**src/rtl/evser_pkg.sv**
```systemverilog
package evser_pkg;

  typedef enum logic [1:0] {
    ST_IDLE = 2'd0,
    ST_WAIT = 2'd1,
    ST_PUSH = 2'd2,
    ST_SYNC = 2'd3
  } evser_state_e;

  function automatic int ceil_div(input int a, input int b);
    return (a + b - 1) / b;
  endfunction

endpackage

```
**src/rtl/evser_delay.sv**
```systemverilog
module evser_delay
  import evser_pkg::*;
#(
  parameter int OFF_W     = 3,
  parameter int START_VAL = 2
) (
  input  logic             clk,
  input  logic             rst_n,
  input  logic             trig,
  input  logic [OFF_W-1:0] offset,
  input  logic             push_done,
  output logic             push_o,
  output logic             sync_o
);

  localparam logic [OFF_W-1:0] START = OFF_W'(START_VAL);

  evser_state_e     state_q;
  logic [OFF_W-1:0] cnt_q;

  always_ff @(posedge clk or negedge rst_n) begin
    if (!rst_n) begin
      state_q <= ST_IDLE;
      cnt_q   <= '0;
    end else begin
      unique case (state_q)
        ST_IDLE: begin
          if (trig) begin
            state_q <= ST_WAIT;
            cnt_q   <= offset;
          end
        end
        ST_WAIT: begin
          if (cnt_q == START) state_q <= ST_PUSH;
          else                cnt_q   <= cnt_q + 1'b1;
        end
        ST_PUSH: begin
          if (push_done) state_q <= ST_SYNC;
        end
        default: state_q <= ST_IDLE;
      endcase
    end
  end

  assign push_o = (state_q == ST_PUSH);
  assign sync_o = (state_q == ST_SYNC);


  wait_to_push_chk: assert property (@(posedge clk) disable iff (!rst_n)
    (state_q == ST_WAIT && cnt_q == START) |=> (state_q == ST_PUSH));


  busy_hold_chk: assert property (@(posedge clk) disable iff (!rst_n)
    (state_q == ST_PUSH) |=> (state_q == ST_PUSH || state_q == ST_SYNC));


  sync_single_chk: assert property (@(posedge clk) disable iff (!rst_n)
    (state_q == ST_SYNC) |=> (state_q == ST_IDLE));

endmodule

```
**src/rtl/evser_capture.sv**
```systemverilog
module evser_capture #(
  parameter int DATA_W = 128,
  parameter int TS_W   = 6
) (
  input  logic              clk,
  input  logic              rst_n,
  input  logic              hold,
  input  logic [DATA_W-1:0] din,
  input  logic [TS_W-1:0]   ts_in,
  output logic [DATA_W-1:0] data_q,
  output logic [TS_W-1:0]   ts_q
);

  always_ff @(posedge clk or negedge rst_n) begin
    if (!rst_n) begin
      data_q <= '0;
      ts_q   <= '0;
    end else if (!hold) begin
      data_q <= din;
      ts_q   <= ts_in;
    end
  end


  frozen_chk: assert property (@(posedge clk) disable iff (!rst_n)
    hold |=> (!hold || ($stable(data_q) && $stable(ts_q))));

endmodule

```
**src/rtl/evser_bxcount.sv**
```systemverilog
module evser_bxcount #(
  parameter int TS_W = 6
) (
  input  logic            clk,
  input  logic            rst_n,
  input  logic            tick,
  input  logic            clr,
  output logic [TS_W-1:0] cnt_q
);

  always_ff @(posedge clk or negedge rst_n) begin
    if (!rst_n)    cnt_q <= '0;
    else if (clr)  cnt_q <= '0;
    else if (tick) cnt_q <= cnt_q + 1'b1;
  end


  bx_step_chk: assert property (@(posedge clk) disable iff (!rst_n)
    (tick && !clr) |=> (cnt_q == TS_W'($past(cnt_q) + 1'b1)));


  bx_clear_chk: assert property (@(posedge clk) disable iff (!rst_n)
    clr |=> (cnt_q == '0));

endmodule

```
**src/rtl/evser_slicer.sv**
```systemverilog
module evser_slicer
  import evser_pkg::*;
#(
  parameter int DATA_W  = 128,
  parameter int SLICE_W = 12,
  parameter int TS_W    = 6
) (
  input  logic               clk,
  input  logic               rst_n,
  input  logic               active,
  input  logic               ready,
  input  logic [DATA_W-1:0]  data,
  input  logic [TS_W-1:0]    ts,
  output logic               valid_o,
  output logic [SLICE_W+1:0] word_o,
  output logic               done_o
);

  localparam int NSLICE = ceil_div(DATA_W, SLICE_W);
  localparam int PAD_W  = NSLICE * SLICE_W;
  localparam int SEQ_W  = $clog2(NSLICE + 3);
  localparam int IDX_W  = $clog2(NSLICE);
  localparam logic [SEQ_W-1:0] HDR  = SEQ_W'(1);
  localparam logic [SEQ_W-1:0] LAST = SEQ_W'(NSLICE + 1);

  logic [PAD_W-1:0]   padded;
  logic [SLICE_W-1:0] slices [NSLICE];
  logic [SEQ_W-1:0]   seq_q;
  logic [SEQ_W-1:0]   idx;
  logic [SLICE_W-1:0] payload;
  logic               fire;

  assign padded = PAD_W'(data);

  for (genvar g = 0; g < NSLICE; g++) begin : g_slice
    assign slices[g] = padded[g*SLICE_W +: SLICE_W];
  end

  assign fire    = active && ready;
  assign done_o  = fire && (seq_q == LAST);
  assign valid_o = active;
  assign idx     = seq_q - SEQ_W'(2);

  always_ff @(posedge clk or negedge rst_n) begin
    if (!rst_n)       seq_q <= HDR;
    else if (!active) seq_q <= HDR;
    else if (fire)    seq_q <= seq_q + 1'b1;
  end

  always_comb begin
    payload = '0;
    if (seq_q >= SEQ_W'(2) && seq_q <= LAST) payload = slices[idx[IDX_W-1:0]];
  end

  always_comb begin
    if (seq_q == HDR) word_o = {1'b0, 1'b1, SLICE_W'(ts)};
    else              word_o = {1'b1, 1'b0, payload};
  end


  stall_hold_chk: assert property (@(posedge clk) disable iff (!rst_n)
    (valid_o && !ready) |=> (valid_o && $stable(word_o)));


  seq_range_chk: assert property (@(posedge clk) disable iff (!rst_n)
    active |-> (seq_q >= HDR && seq_q <= LAST));


  header_first_chk: assert property (@(posedge clk) disable iff (!rst_n)
    $rose(valid_o) |-> (word_o[SLICE_W] && !word_o[SLICE_W+1]));

endmodule

```
**src/rtl/evser_top.sv**
```systemverilog
module evser_top #(
  parameter int DATA_W    = 128,
  parameter int SLICE_W   = 12,
  parameter int TS_W      = 6,
  parameter int OFF_W     = 3,
  parameter int START_VAL = 2
) (
  input  logic               clk,
  input  logic               rst_n,
  input  logic               bx_tick,
  input  logic               trig,
  input  logic [OFF_W-1:0]   offset,
  input  logic [DATA_W-1:0]  ev_data,
  output logic               out_valid,
  input  logic               out_ready,
  output logic [SLICE_W+1:0] out_word,
  output logic               sync_rst
);

  logic              push;
  logic              done;
  logic [TS_W-1:0]   bx_cnt;
  logic [TS_W-1:0]   ts_q;
  logic [DATA_W-1:0] data_q;

  evser_delay #(.OFF_W(OFF_W), .START_VAL(START_VAL)) u_delay (
    .clk(clk), .rst_n(rst_n), .trig(trig), .offset(offset),
    .push_done(done), .push_o(push), .sync_o(sync_rst)
  );

  evser_bxcount #(.TS_W(TS_W)) u_bx (
    .clk(clk), .rst_n(rst_n), .tick(bx_tick), .clr(sync_rst), .cnt_q(bx_cnt)
  );

  evser_capture #(.DATA_W(DATA_W), .TS_W(TS_W)) u_cap (
    .clk(clk), .rst_n(rst_n), .hold(push), .din(ev_data), .ts_in(bx_cnt),
    .data_q(data_q), .ts_q(ts_q)
  );

  evser_slicer #(.DATA_W(DATA_W), .SLICE_W(SLICE_W), .TS_W(TS_W)) u_slice (
    .clk(clk), .rst_n(rst_n), .active(push), .ready(out_ready),
    .data(data_q), .ts(ts_q), .valid_o(out_valid), .word_o(out_word),
    .done_o(done)
  );


  ctrl_excl_chk: assert property (@(posedge clk) disable iff (!rst_n)
    out_valid |-> (out_word[SLICE_W+1] ^ out_word[SLICE_W]));


  sync_quiet_chk: assert property (@(posedge clk) disable iff (!rst_n)
    sync_rst |-> (!out_valid ##1 !sync_rst));

endmodule

```
**config.mk**
```make
export PLATFORM = sky130hd
export DESIGN_NAME = evser_top
export DESIGN_NICKNAME = d
export VERILOG_FILES = /design/src/rtl/evser_pkg.sv /design/src/rtl/evser_delay.sv /design/src/rtl/evser_capture.sv /design/src/rtl/evser_bxcount.sv /design/src/rtl/evser_slicer.sv /design/src/rtl/evser_top.sv
export SDC_FILE = /design/constraint.sdc
export NUM_CORES = 1
export LEC_CHECK = 0
export BUFFER_PORTS_ARGS = -buffer_cell sky130_fd_sc_hd__clkbuf_2
export CORE_UTILIZATION = 55
export DETAILED_ROUTE_END_ITERATION = 7
export PLACE_DENSITY = 0.83
export SLEW_MARGIN = 20
export SYNTH_ARGS = -nofsm -noshare
export SYNTH_HDL_FRONTEND = slang
export SYNTH_SLANG_ARGS = --single-unit
```
**constraint.sdc**
```tcl
create_clock -name clk -period 3.94 [get_ports clk]
set_clock_uncertainty 0.1 [all_clocks]
set_input_delay 1.182 -clock clk [delete_from_list [all_inputs] [get_ports clk]]
set_output_delay 1.182 -clock clk [all_outputs]
set_load 0.005 [all_outputs]
```
==> results.py, run 1 <==
metrics = {
    "sta": {
        "max_freq_mhz": 263,
        "maxSlewViolCount": 0,
        "slew_headroom": 0.516,
        "fin_crit_ns": 3.81,
        "fin_tns_setup_ns": 0,
        "setup_slack_ns": 0.131,
        "finalCritPeriodShare": 0.967,
        "setup_violations": 0,
        "rsz0062_at_grt": "false",
        "hold_viol": 0,
        "tightestPinTransition_ns": 0.726,
    },
    "layout": {
        "syn_to_final_growth_pct": 20.7,
        "nets": 824,
        "layout-drive-gt1-share": 0.370,
        "diodes": 0,
        "finish.instance_area_um2": 8660,
        "final_core_util": 0.684,
    },
    "worst_setup_path": {
        "worstSetupStartpointType": "flop",
        "slowest_delay_ns": 0.60,
        "slowest_stage": "ha_2",
        "worstPathCellList": "inv_2 -> ha_2 -> mux4_2 -> nand2_1 -> and3_1 -> o31ai_2 -> clkbuf_2",
        "arrival_ns": 2.53,
        "endpoint_kind": "output port",
        "cp_max_fo": 17,
        "path_class": "reg2out",
        "required_ns": 2.66,
    },
    "placement": {
        "post-dp-hpwl_um": 11600,
        "gp_congestion": 0.846,
        "numPortBuffers": 151,
        "dp_slack_ns": 0.319,
        "placedInstanceArea_um2": 8040,
    },
    "pwr": {
        "peakVddDrop_mv": 0.369,
        "power.leakage_nw": 4.06,
        "powerDensity_nw_per_um2": 730,
    },
    "synth": {
        "synth.distinct_cells": 42,
        "yosysWarnings": 0,
        "asyncSetResetFlopFracSynth": 1.00,
        "synth-main-ff-cell": "dfrtp_1",
        "syn_inst": 529,
        "synth-seq-cells": 149,
        "syn_nets": 679,
        "syn-cell-area_um2": 7180,
        "synth_edf_count": 0,
        "syn_area_per_cell_um2": 13.6,
        "yosysSeqAreaShare": 0.520,
    },
    "job": {
        "maxCapViolCount": 0,
    },
    "floorplan": {
        "start_util": 0.567,
        "die_w_um": 116,
        "rows": 41,
        "core-area_um2": 12700,
        "io_pins": 152,
        "die_h_um": 116,
        "die-area_um2": 13500,
    },
    "clock_network": {
        "root_buffer": "clkbuf_16",
        "cts_buffers": 17,
        "cts_tree": "done",
        "tritoncts_num_sinks": 149,
        "clock_path_buffers": 2,
        "clk_latency_ns": 0.42,
        "clk_pin_slew_worst_paths_ns": 0.06,
        "htreeDepth": 4,
    },
    "global_route": {
        "grt_use_met2": 0.398,
        "met3_usage": 0.0586,
        "grt_pass1_wl_um": 25300,
        "grt_max_degree": 141,
        "grt.met1_usage": 0.334,
        "grt-ovfl-total": 0,
        "antenna_found_initial": 0,
        "grtUsageTotal": 0.253,
        "gr-max-usage-layer": "met2",
        "grt_pass1_vias": 5010,
    },
    "drt": {
        "wl_per_cell_um": 18.5,
        "viasPerCell": 5.60,
        "drt_iter0_markers": 278,
        "vias": 4812,
        "post-route-drc-count": 0,
        "ant_nets": 0,
        "first_pass_iters": 4,
        "totalWireLength_um": 15900,
    },
    "outcome": {
        "status": "finished, final reports clean",
    },
    "worst_hold_path": {
        "hold_class": "reg2reg",
    },
}
[per-layer routing]
metal | part of all wire | vias up
met2 | 0.48 | 149
met5 | 0 | -
met4 | 0.026 | 0
met1 | 0.44 | 2417
met3 | 0.046 | 37
li1 | - | 2209
[critical path: cells and delay by family (launching register included)]
kind            cells  cell delay, ns
fa+ha+maj           1            0.60
flops               1            0.47
mux                 1            0.29
buf+inv             2            0.26
compound gates      1            0.25
simple gates        2            0.24
[cells in the mapped netlist (2+ instances only)]
master / n / area (um2)
dfrtp_1: 148 / 3700
nand2b_1: 4 / 25.0
buf_6: 5 / 56.3
inv_1: 6 / 22.5
o22ai_1: 12 / 75.1
mux4_2: 6 / 135
nor2b_1: 3 / 18.8
o211ai_1: 2 / 15.0
a21oi_1: 10 / 50.1
nor3_1: 2 / 10.0
mux2i_1: 39 / 390
nand2_1: 26 / 97.6
nor2_1: 13 / 48.8
o21ai_1: 5 / 25.0
nor3_2: 2 / 20.0
nand3_1: 9 / 45.0
xor2_1: 4 / 35.0
buf_2: 20 / 100
ha_1: 14 / 175
o31ai_2: 5 / 62.6
nand4_1: 4 / 25.0
xnor2_1: 5 / 43.8
o21ai_0: 12 / 60.1
o31ai_1: 5 / 37.5
clkbuf_1: 5 / 18.8
inv_2: 2 / 7.51
and3_1: 6 / 37.5
and2_1: 2 / 12.5
buf_4: 2 / 15.0
mux2_1: 96 / 1080
mux2_2: 39 / 439
mux4_1: 6 / 158
[flip-flops by register name, summed over array words and instances, names as in the netlist]
name and flops:
u_bx.cnt_q 6, u_cap.ts_q 6, u_cap.data_q 128, u_slice.seq_q 4, u_delay.cnt_q 3, u_delay.state_q 2
[what timing repair did]
item | in CTS | in global routing
resized for setup | 1 | 1
hold buffers | 0 | 0
setup endpoints to repair | 11 | 1
buffers inserted | 0 | 0
[report_power, final]
part / internal (mW) / switching, mW
registers: 2.08 / 0.341
clock network: 1.02 / 0.642
logic: 1.09 / 1.15
total: 4.19 / 2.14
[logic make-up after synthesis]
family          share of synthesized area
flops                               0.520
compound gates                     0.0528
simple gates                       0.0518
buf+inv                            0.0335
mux                                 0.307
fa+ha+maj                          0.0244
xor+xnor                           0.0110
[layout make-up]
type | count | area (um2)
flip-flops and latches | 149 | 3730
multi-input cells | 339 | 3220
fillers | 956 | 4010
repair buffers | 159 | 851
clock buffers | 18 | 439
clock inverters | 14 | 174
well taps | 172 | 215
inverters | 8 | 30.0
[per-stage QoR]
step / std cells / power [mW] / hold slack (ns)
after global placement: 827 / 4.53 / 0.372
after detailed placement: 827 / 4.68 / 0.379
after global routing: 859 / 6.69 / 0.399
after floorplan: 529 / 4.07 / 0.356
after CTS: 859 / 6.36 / 0.393
final: 859 / 6.33 / 0.386
[path summary, 6_finish.rpt]
path | start | endpoint | slack, ns | cells past startpoint
hold reg to reg | u_cap.data_q[30] | u_cap.data_q[30] | 0.39 | 1
min in group asynchronous | rst_n | u_cap.data_q[123] | 0.67 | 1
hold / removal | u_cap.data_q[30] | u_cap.data_q[30] | 0.39 | 1
setup / recovery | u_slice.seq_q[2] | out_word[5] | 0.13 | 7
max in group asynchronous | rst_n | u_delay.cnt_q[2] | 2.21 | 2
setup reg to reg | u_delay.state_q[1] | u_delay.cnt_q[2] | 1.86 | 6
[layout by cell type, fill, tap and decap left out, types with 4 or more instances in the layout]
cell | synthesis | layout
nand3_1 | 9 | 9
o22ai_1 | 12 | 12
and3_1 | 6 | 6
nand4_1 | 4 | 4
inv_1 | 6 | 6
clkbuf_16 | 0 | 17
nand2_1 | 26 | 26
o31ai_2 | 5 | 5
o21ai_1 | 5 | 5
buf_4 | 2 | 5
o31ai_1 | 5 | 5
nor2_1 | 13 | 13
a21oi_1 | 10 | 10
o21ai_0 | 12 | 12
nand2b_1 | 4 | 4
xor2_1 | 4 | 4
clkinv_4 | 0 | 4
clkbuf_2 | 0 | 150
ha_1 | 14 | 12
dfrtp_1 | 148 | 147
mux2_2 | 39 | 39
mux4_2 | 6 | 6
mux4_1 | 6 | 6
mux2_1 | 96 | 96
mux2i_1 | 39 | 39
xnor2_1 | 5 | 5
Power figures use the tool's default switching activity.
==> run 2, diff against run 1 <==
--- a/config.mk
+++ b/config.mk
@@ -5,11 +5,14 @@
 export SDC_FILE = /design/constraint.sdc
 export NUM_CORES = 1
 export LEC_CHECK = 0
+export ABC_AREA = 1
 export BUFFER_PORTS_ARGS = -buffer_cell sky130_fd_sc_hd__clkbuf_2
+export CORE_ASPECT_RATIO = 0.9
 export CORE_UTILIZATION = 55
 export DETAILED_ROUTE_END_ITERATION = 7
 export PLACE_DENSITY = 0.83
 export SLEW_MARGIN = 20
 export SYNTH_ARGS = -nofsm -noshare
 export SYNTH_HDL_FRONTEND = slang
+export SYNTH_HIERARCHICAL = 1
 export SYNTH_SLANG_ARGS = --single-unit
==> run 2 against run 1 <==
  * The run now ends with DRC left
  * Sequential cell count unchanged
  * Sequential power up 12%
  * Critical endpoint is now out_word[1]
  * First-iteration DRC count grew to 2.7 times the previous value
  * Largest power group is now combinational logic
  * Setup slack better by 0.067 ns
==> results.py, run 2 <==
metrics = {
    "synth": {
        "syn_inst": 1028,
        "syn_nets": 1178,
        "yosysMostFrequentCell": "nand2_1",
        "synth.distinct_cells": 26,
        "asyncSetResetFlopFracSynth": 1.00,
        "synth-main-ff-cell": "dfrtp_1",
        "ys_top_cells_by_area": "dfrtp_1 49%, nand2_1 30%, nand3_1 6.9%",
        "synth_edf_count": 0,
        "yosysWarnings": 6,
        "syn-cell-area_um2": 7560,
        "synth_area_leader_cell": "dfrtp_1",
        "synth-seq-cells": 149,
        "synth_top_area_frac": 0.490,
        "yosys-top-cells-count": "609 x nand2_1, 148 x dfrtp_1, 104 x nand3_1, 35 x inv_1, 26 x buf_2",
        "yosysSeqAreaShare": 0.494,
        "syn_area_per_cell_um2": 7.35,
    },
    "placement": {
        "numPortBuffers": 151,
        "post-dp-hpwl_um": 13600,
        "gp_congestion": 0.883,
    },
    "worst_setup_path": {
        "path_class": "reg2out",
        "worstSetupStartpointType": "flop",
        "required_ns": 2.66,
        "cp_max_fo": 37,
        "endpoint_kind": "output port",
        "arrival_ns": 2.46,
    },
    "drt": {
        "wl_per_cell_um": 15.1,
        "ant_nets": 0,
        "post-route-drc-count": 8,
        "totalWireLength_um": 20100,
        "vias": 7052,
        "viasPerCell": 5.28,
        "first_pass_iters": 8,
        "drt_iter0_markers": 762,
    },
    "clock_network": {
        "root_buffer": "clkbuf_16",
        "tritoncts_num_sinks": 149,
        "cts_buffers": 17,
        "clk_pin_slew_worst_paths_ns": 0.06,
        "clk_latency_ns": 0.42,
        "clock_path_buffers": 2,
        "htreeDepth": 4,
        "cts_tree": "done",
    },
    "floorplan": {
        "io_pins": 152,
        "die-area_um2": 14200,
        "die_h_um": 113,
        "die_w_um": 126,
        "start_util": 0.565,
        "rows": 40,
        "core-area_um2": 13400,
    },
    "sta": {
        "hold_viol": 0,
        "max_freq_mhz": 267,
        "maxSlewViolCount": 0,
        "finalCritPeriodShare": 0.950,
        "fin_crit_ns": 3.74,
        "slew_headroom": 0.504,
        "tightestPinTransition_ns": 0.744,
        "setup_violations": 0,
        "fin_tns_setup_ns": 0,
        "rsz0062_at_grt": "false",
    },
    "pwr": {
        "peakVddDrop_mv": 0.416,
        "p_sw_mw": 3.06,
        "intPower_mw": 4.15,
        "power.leakage_nw": 5.02,
        "seqPwrFrac": 0.375,
        "comb_power_share": 0.386,
        "finalPower_mw": 7.21,
        "sw_frac_of_total": 0.424,
        "powerDensity_nw_per_um2": 808,
        "clkPwrFrac": 0.238,
    },
    "layout": {
        "layout-drive-gt1-share": 0.185,
        "top_register": "u_cap/data_q",
        "largest_register_ffs": 128,
        "n_fill_cell": 1129,
        "layout_common_cells": "609 x nand2_1, 150 x clkbuf_2, 148 x dfrtp_1",
        "nets": 1305,
        "syn_to_final_growth_pct": 18.1,
        "diodes": 0,
        "final_common_cell": "nand2_1",
        "reg_top3": "u_cap/data_q: 128 flops, u_bx/cnt_q: 6 flops, u_cap/ts_q: 6 flops",
    },
    "global_route": {
        "grt_max_degree": 75,
        "grt_pass1_vias": 6607,
        "grt_pass1_wl_um": 33200,
        "antenna_found_initial": 0,
        "grt-ovfl-total": 0,
        "grtUsageTotal": 0.303,
    },
    "job": {
        "maxCapViolCount": 0,
    },
    "outcome": {
        "failed_checks": "DRC",
        "status": "complete, but fails checks",
    },
    "worst_hold_path": {
        "hold_class": "reg2reg",
    },
}
run 2: timing repair:
item | 4_1_cts | 5_1_grt
endpoints found under the setup margin | 0 | 1
hold buffers | 0 | 0
setup buffers | 0 | 0
resized for setup | 0 | 1
run 2: final cells by class:
| cell class | instances | area, um2 | area share |
|---|---|---|---|
| flip-flops and latches | 149 | 3730 | 0.418 |
| multi-input cells | 781 | 3320 | 0.372 |
| repair buffers | 163 | 877 | 0.0982 |
| clock buffers | 19 | 443 | 0.0496 |
| well taps | 168 | 210 | 0.0235 |
| clock inverters | 12 | 176 | 0.0198 |
| inverters | 43 | 168 | 0.0188 |
run 2: final timing paths:
kind / slack [ns] / depth (start not counted) / endpoint / startpoint
worst max-delay path: 0.20 / 9 / out_word[1] / u_slice/seq_q[0]
worst min-delay path: 0.38 / 2 / u_cap/data_q[43] / u_cap/data_q[43]
worst max register to register: 1.41 / 12 / u_delay/state_q[1] / u_delay/state_q[0]
worst min register to register: 0.38 / 2 / u_cap/data_q[43] / u_cap/data_q[43]
max in group asynchronous: 2.33 / 2 / u_cap/data_q[16] / rst_n
min in group asynchronous: 0.63 / 1 / u_bx/cnt_q[3] / rst_n
run 2: worst max-delay path, cell delays in order (launching register included):
cell and delay [ns]:
dfstp_2 0.76, inv_4 0.23, ha_1 0.26, inv_1 0.05
nand3_1 0.06, nand3_1 0.20, clkinv_2 0.17, nand3_1 0.13
nand2_1 0.06, clkbuf_2 0.11
run 2: power by group through the flow:
stage | Clock [mW] | Combinational (mW) | Sequential, mW
2_1_floorplan | 0 | 2.19 | 2.49
3_3_place_gp | 0 | 2.64 | 2.68
3_5_place_dp | 0 | 2.71 | 2.68
4_1_cts | 1.73 | 2.75 | 2.69
5_1_grt | 1.80 | 3.15 | 2.77
6_report | 1.72 | 2.78 | 2.71
run 2: cells by family after synthesis:
logic type | count (synthesis) | share of synthesized area
simple gates | 734 | 0.388
flops | 149 | 0.494
buf+inv | 98 | 0.0697
compound gates | 32 | 0.0235
fa+ha+maj | 14 | 0.0232
xor+xnor | 1 | 0.00215
run 2: layer usage:
metal	vias to the layer above	global-route usage	wire length [um]	part of all wire
met1	3268	0.420	8910	0.44
met5	-	0	0	0
met2	319	0.468	9070	0.45
met4	0	0.131	599	0.030
li1	3421	-	-	-
met3	44	0.0567	1550	0.077
run 2: per-stage QoR:
step           std cells  setup WS, ns  utilization  cell area, um2  hold WS [ns]
2_1_floorplan       1028         0.798            -            7560         0.344
3_3_place_gp        1304         0.658        0.621            8300         0.362
3_5_place_dp        1304         0.656        0.621            8300         0.366
4_1_cts             1335         0.208        0.667            8920         0.383
5_1_grt             1335        0.0265        0.668            8930         0.396
6_report            1335         0.198        0.668            8930         0.382
==> run 3, diff against run 2 <==
--- a/config.mk
+++ b/config.mk
@@ -7,10 +7,12 @@
 export LEC_CHECK = 0
 export ABC_AREA = 1
 export BUFFER_PORTS_ARGS = -buffer_cell sky130_fd_sc_hd__clkbuf_2
+export CELL_PAD_IN_SITES_DETAIL_PLACEMENT = 1
+export CELL_PAD_IN_SITES_GLOBAL_PLACEMENT = 2
 export CORE_ASPECT_RATIO = 0.9
-export CORE_UTILIZATION = 55
+export CORE_UTILIZATION = 31
 export DETAILED_ROUTE_END_ITERATION = 7
-export PLACE_DENSITY = 0.83
+export PLACE_DENSITY_LB_ADDON = 0.25
 export SLEW_MARGIN = 20
 export SYNTH_ARGS = -nofsm -noshare
 export SYNTH_HDL_FRONTEND = slang
==> run 3 against run 2 <==
  * The run still ends with DRC left
  * Register-to-register slack worse by 0.08 ns
  * Sequential share of layout area shrank 0.79 points
  * Sequential cell count did not move
  * First-iteration DRC count down 36%
  * Largest cell class unchanged
  * Largest power group unchanged
  * Highest routed layer unchanged
==> results.py, run 3 (synthesized netlist as in run 2, its figures left out) <==
metrics = {
    "drt": {
        "post-route-drc-count": 8,
        "totalWireLength_um": 24000,
        "viasPerCell": 4.65,
        "drt_iter0_markers": 487,
        "wl_per_cell_um": 16.3,
        "first_pass_iters": 6,
        "ant_nets": 0,
        "vias": 6830,
    },
    "sta": {
        "hold_ws_ns": 0.378,
        "tightestPinTransition_ns": 1.07,
        "finalCritPeriodShare": 0.941,
        "hold_viol": 0,
        "fin_tns_setup_ns": 0,
        "setup_violations": 0,
        "slew_headroom": 0.287,
        "rsz0062_at_grt": "false",
        "max_freq_mhz": 270,
        "fin_crit_ns": 3.71,
        "maxSlewViolCount": 0,
        "setup_slack_ns": 0.232,
    },
    "clock_network": {
        "root_buffer": "clkbuf_16",
        "clock_path_buffers": 2,
        "cts_tree": "done",
        "post_cts_buffers": 0,
        "htreeDepth": 4,
        "tritoncts_num_sinks": 149,
        "clk_pin_slew_worst_paths_ns": 0.07,
        "cts_buffers": 17,
        "clk_latency_ns": 0.43,
    },
    "layout": {
        "largest_register_ffs": 128,
        "nets": 1305,
        "syn_to_final_growth_pct": 20.5,
        "n_fill_cell": 3000,
        "top_register": "u_cap/data_q",
        "multiInputGateArea_um2": 3310,
        "regArea_um2": 3730,
        "diodes": 0,
        "reg_top3": "u_cap/data_q: 128 flops, u_bx/cnt_q: 6 flops, u_cap/ts_q: 6 flops",
        "layout_common_cells": "609 x nand2_1, 150 x clkbuf_2, 148 x dfrtp_1",
        "layout-drive-gt1-share": 0.187,
        "final_core_util": 0.386,
        "final_common_cell": "nand2_1",
    },
    "global_route": {
        "antenna_found_initial": 0,
        "grt_max_degree": 100,
        "grt_pass1_wl_um": 39000,
        "grtUsageTotal": 0.204,
        "grt_pass1_vias": 7107,
        "grt-ovfl-total": 0,
    },
    "worst_setup_path": {
        "worstRegToRegCells": 5,
        "arrival_ns": 2.43,
        "cp_max_fo": 32,
        "timing.rr.start": "u_delay/state_q[0]",
        "path_class": "reg2out",
        "worstPathCellList": "inv_4 -> ha_1 -> inv_1 -> nand3_1 -> nand3_1 -> clkinv_2 -> nand3_1 -> nand2_1 -> clkbuf_2",
        "ff2ff_setup_slack_ns": 1.33,
        "required_ns": 2.66,
        "slowest_delay_ns": 0.74,
        "endpoint_kind": "output port",
        "slowest_stage": "dfstp_4",
        "critPathMostFrequentCell": "nand3_1",
        "worstSetupStartpointType": "flop",
        "reg2reg_to": "u_slice/seq_q[3]",
    },
    "floorplan": {
        "die_w_um": 167,
        "die_h_um": 150,
        "rows": 53,
        "io_pins": 152,
        "start_util": 0.320,
        "die-area_um2": 25000,
        "core-area_um2": 23600,
    },
    "worst_hold_path": {
        "worstHoldStart": "u_cap/data_q[96]",
        "holdPathStages": 2,
        "whs_endpoint": "u_cap/data_q[96]",
        "hold_class": "reg2reg",
    },
    "placement": {
        "numPortBuffers": 151,
        "post-dp-hpwl_um": 17100,
        "dp_slack_ns": 0.531,
        "gp_congestion": 0.772,
    },
    "outcome": {
        "failed_checks": "DRC",
        "status": "complete, but fails checks",
    },
    "pwr": {
        "peakVddDrop_mv": 0.527,
        "power.leakage_nw": 5.03,
        "powerDensity_nw_per_um2": 800,
        "finalPower_mw": 7.29,
    },
    "job": {
        "maxCapViolCount": 0,
    },
}
[run 3: changes by cell type in the layout (fill, tap and decap cells not counted)]
cell | previous run | this run
buf_12 | 2 | 1
dfstp_4 | 0 | 1
clkinv_4 | 1 | 3
buf_6 | 1 | 3
xnor2_2 | 0 | 1
inv_6 | 2 | 4
clkbuf_8 | 1 | 0
clkbuf_1 | 1 | 0
xnor2_4 | 1 | 0
inv_8 | 0 | 2
dfstp_2 | 1 | 0
clkinv_2 | 4 | 1
buf_4 | 10 | 9
[run 3: metrics by stage]
step,instance area [um2],cells
after floorplan,7560,1028
after global placement,8450,1438
after detailed placement,8450,1438
after CTS,9100,1470
after global routing,9110,1470
final,9110,1470
[run 3: timing repair]
item,in CTS,in global routing
hold buffers,0,0
resized for setup,0,3
endpoints found under the setup margin,0,11
[run 3: power breakdown]
| group | switching, mW | total [mW] | internal [mW] |
|---|---|---|---|
| clock network | 0.714 | 1.79 | 1.08 |
| registers | 0.491 | 2.68 | 2.19 |
| logic | 1.93 | 2.81 | 0.886 |
| total | 3.13 | 7.29 | 4.16 |
[run 3: how the worst max path moves through the flow]
stage	to	slack, ns	from
after floorplan	out_word[4]	0.80	u_slice/seq_q[1]
after global placement	out_word[4]	0.54	u_slice/seq_q[0]
after detailed placement	out_word[4]	0.53	u_slice/seq_q[0]
after CTS	out_word[5]	0.04	u_slice/seq_q[0]
after global routing	out_word[4]	0.06	u_slice/seq_q[0]
final	out_word[5]	0.23	u_slice/seq_q[0]
[run 3: worst max-delay path, delay by kind of cell, from the launching register on]
family	cells	cell delay, ns
buffers and inverters	4	0.52
adder cells (fa/ha/maj)	1	0.25
flip-flops	1	0.74
AND/OR/NAND/NOR	4	0.49
[run 3: per-layer routing]
layer | up-vias | GRT usage | routed length, um
li1 | 3421 | - | -
met1 | 3264 | 0.300 | 12200
met2 | 128 | 0.306 | 10500
met3 | 17 | 0.0392 | 958
met4 | 0 | 0.0532 | 276
met5 | - | 0 | 0
[run 3: cell type report]
type	instances	area share
sequential	149	0.410
multi-input combinational	781	0.364
timing repair buffer	163	0.0958
clock buffer	17	0.0467
tap	302	0.0415
clock inverter	15	0.0240
inverter	43	0.0184
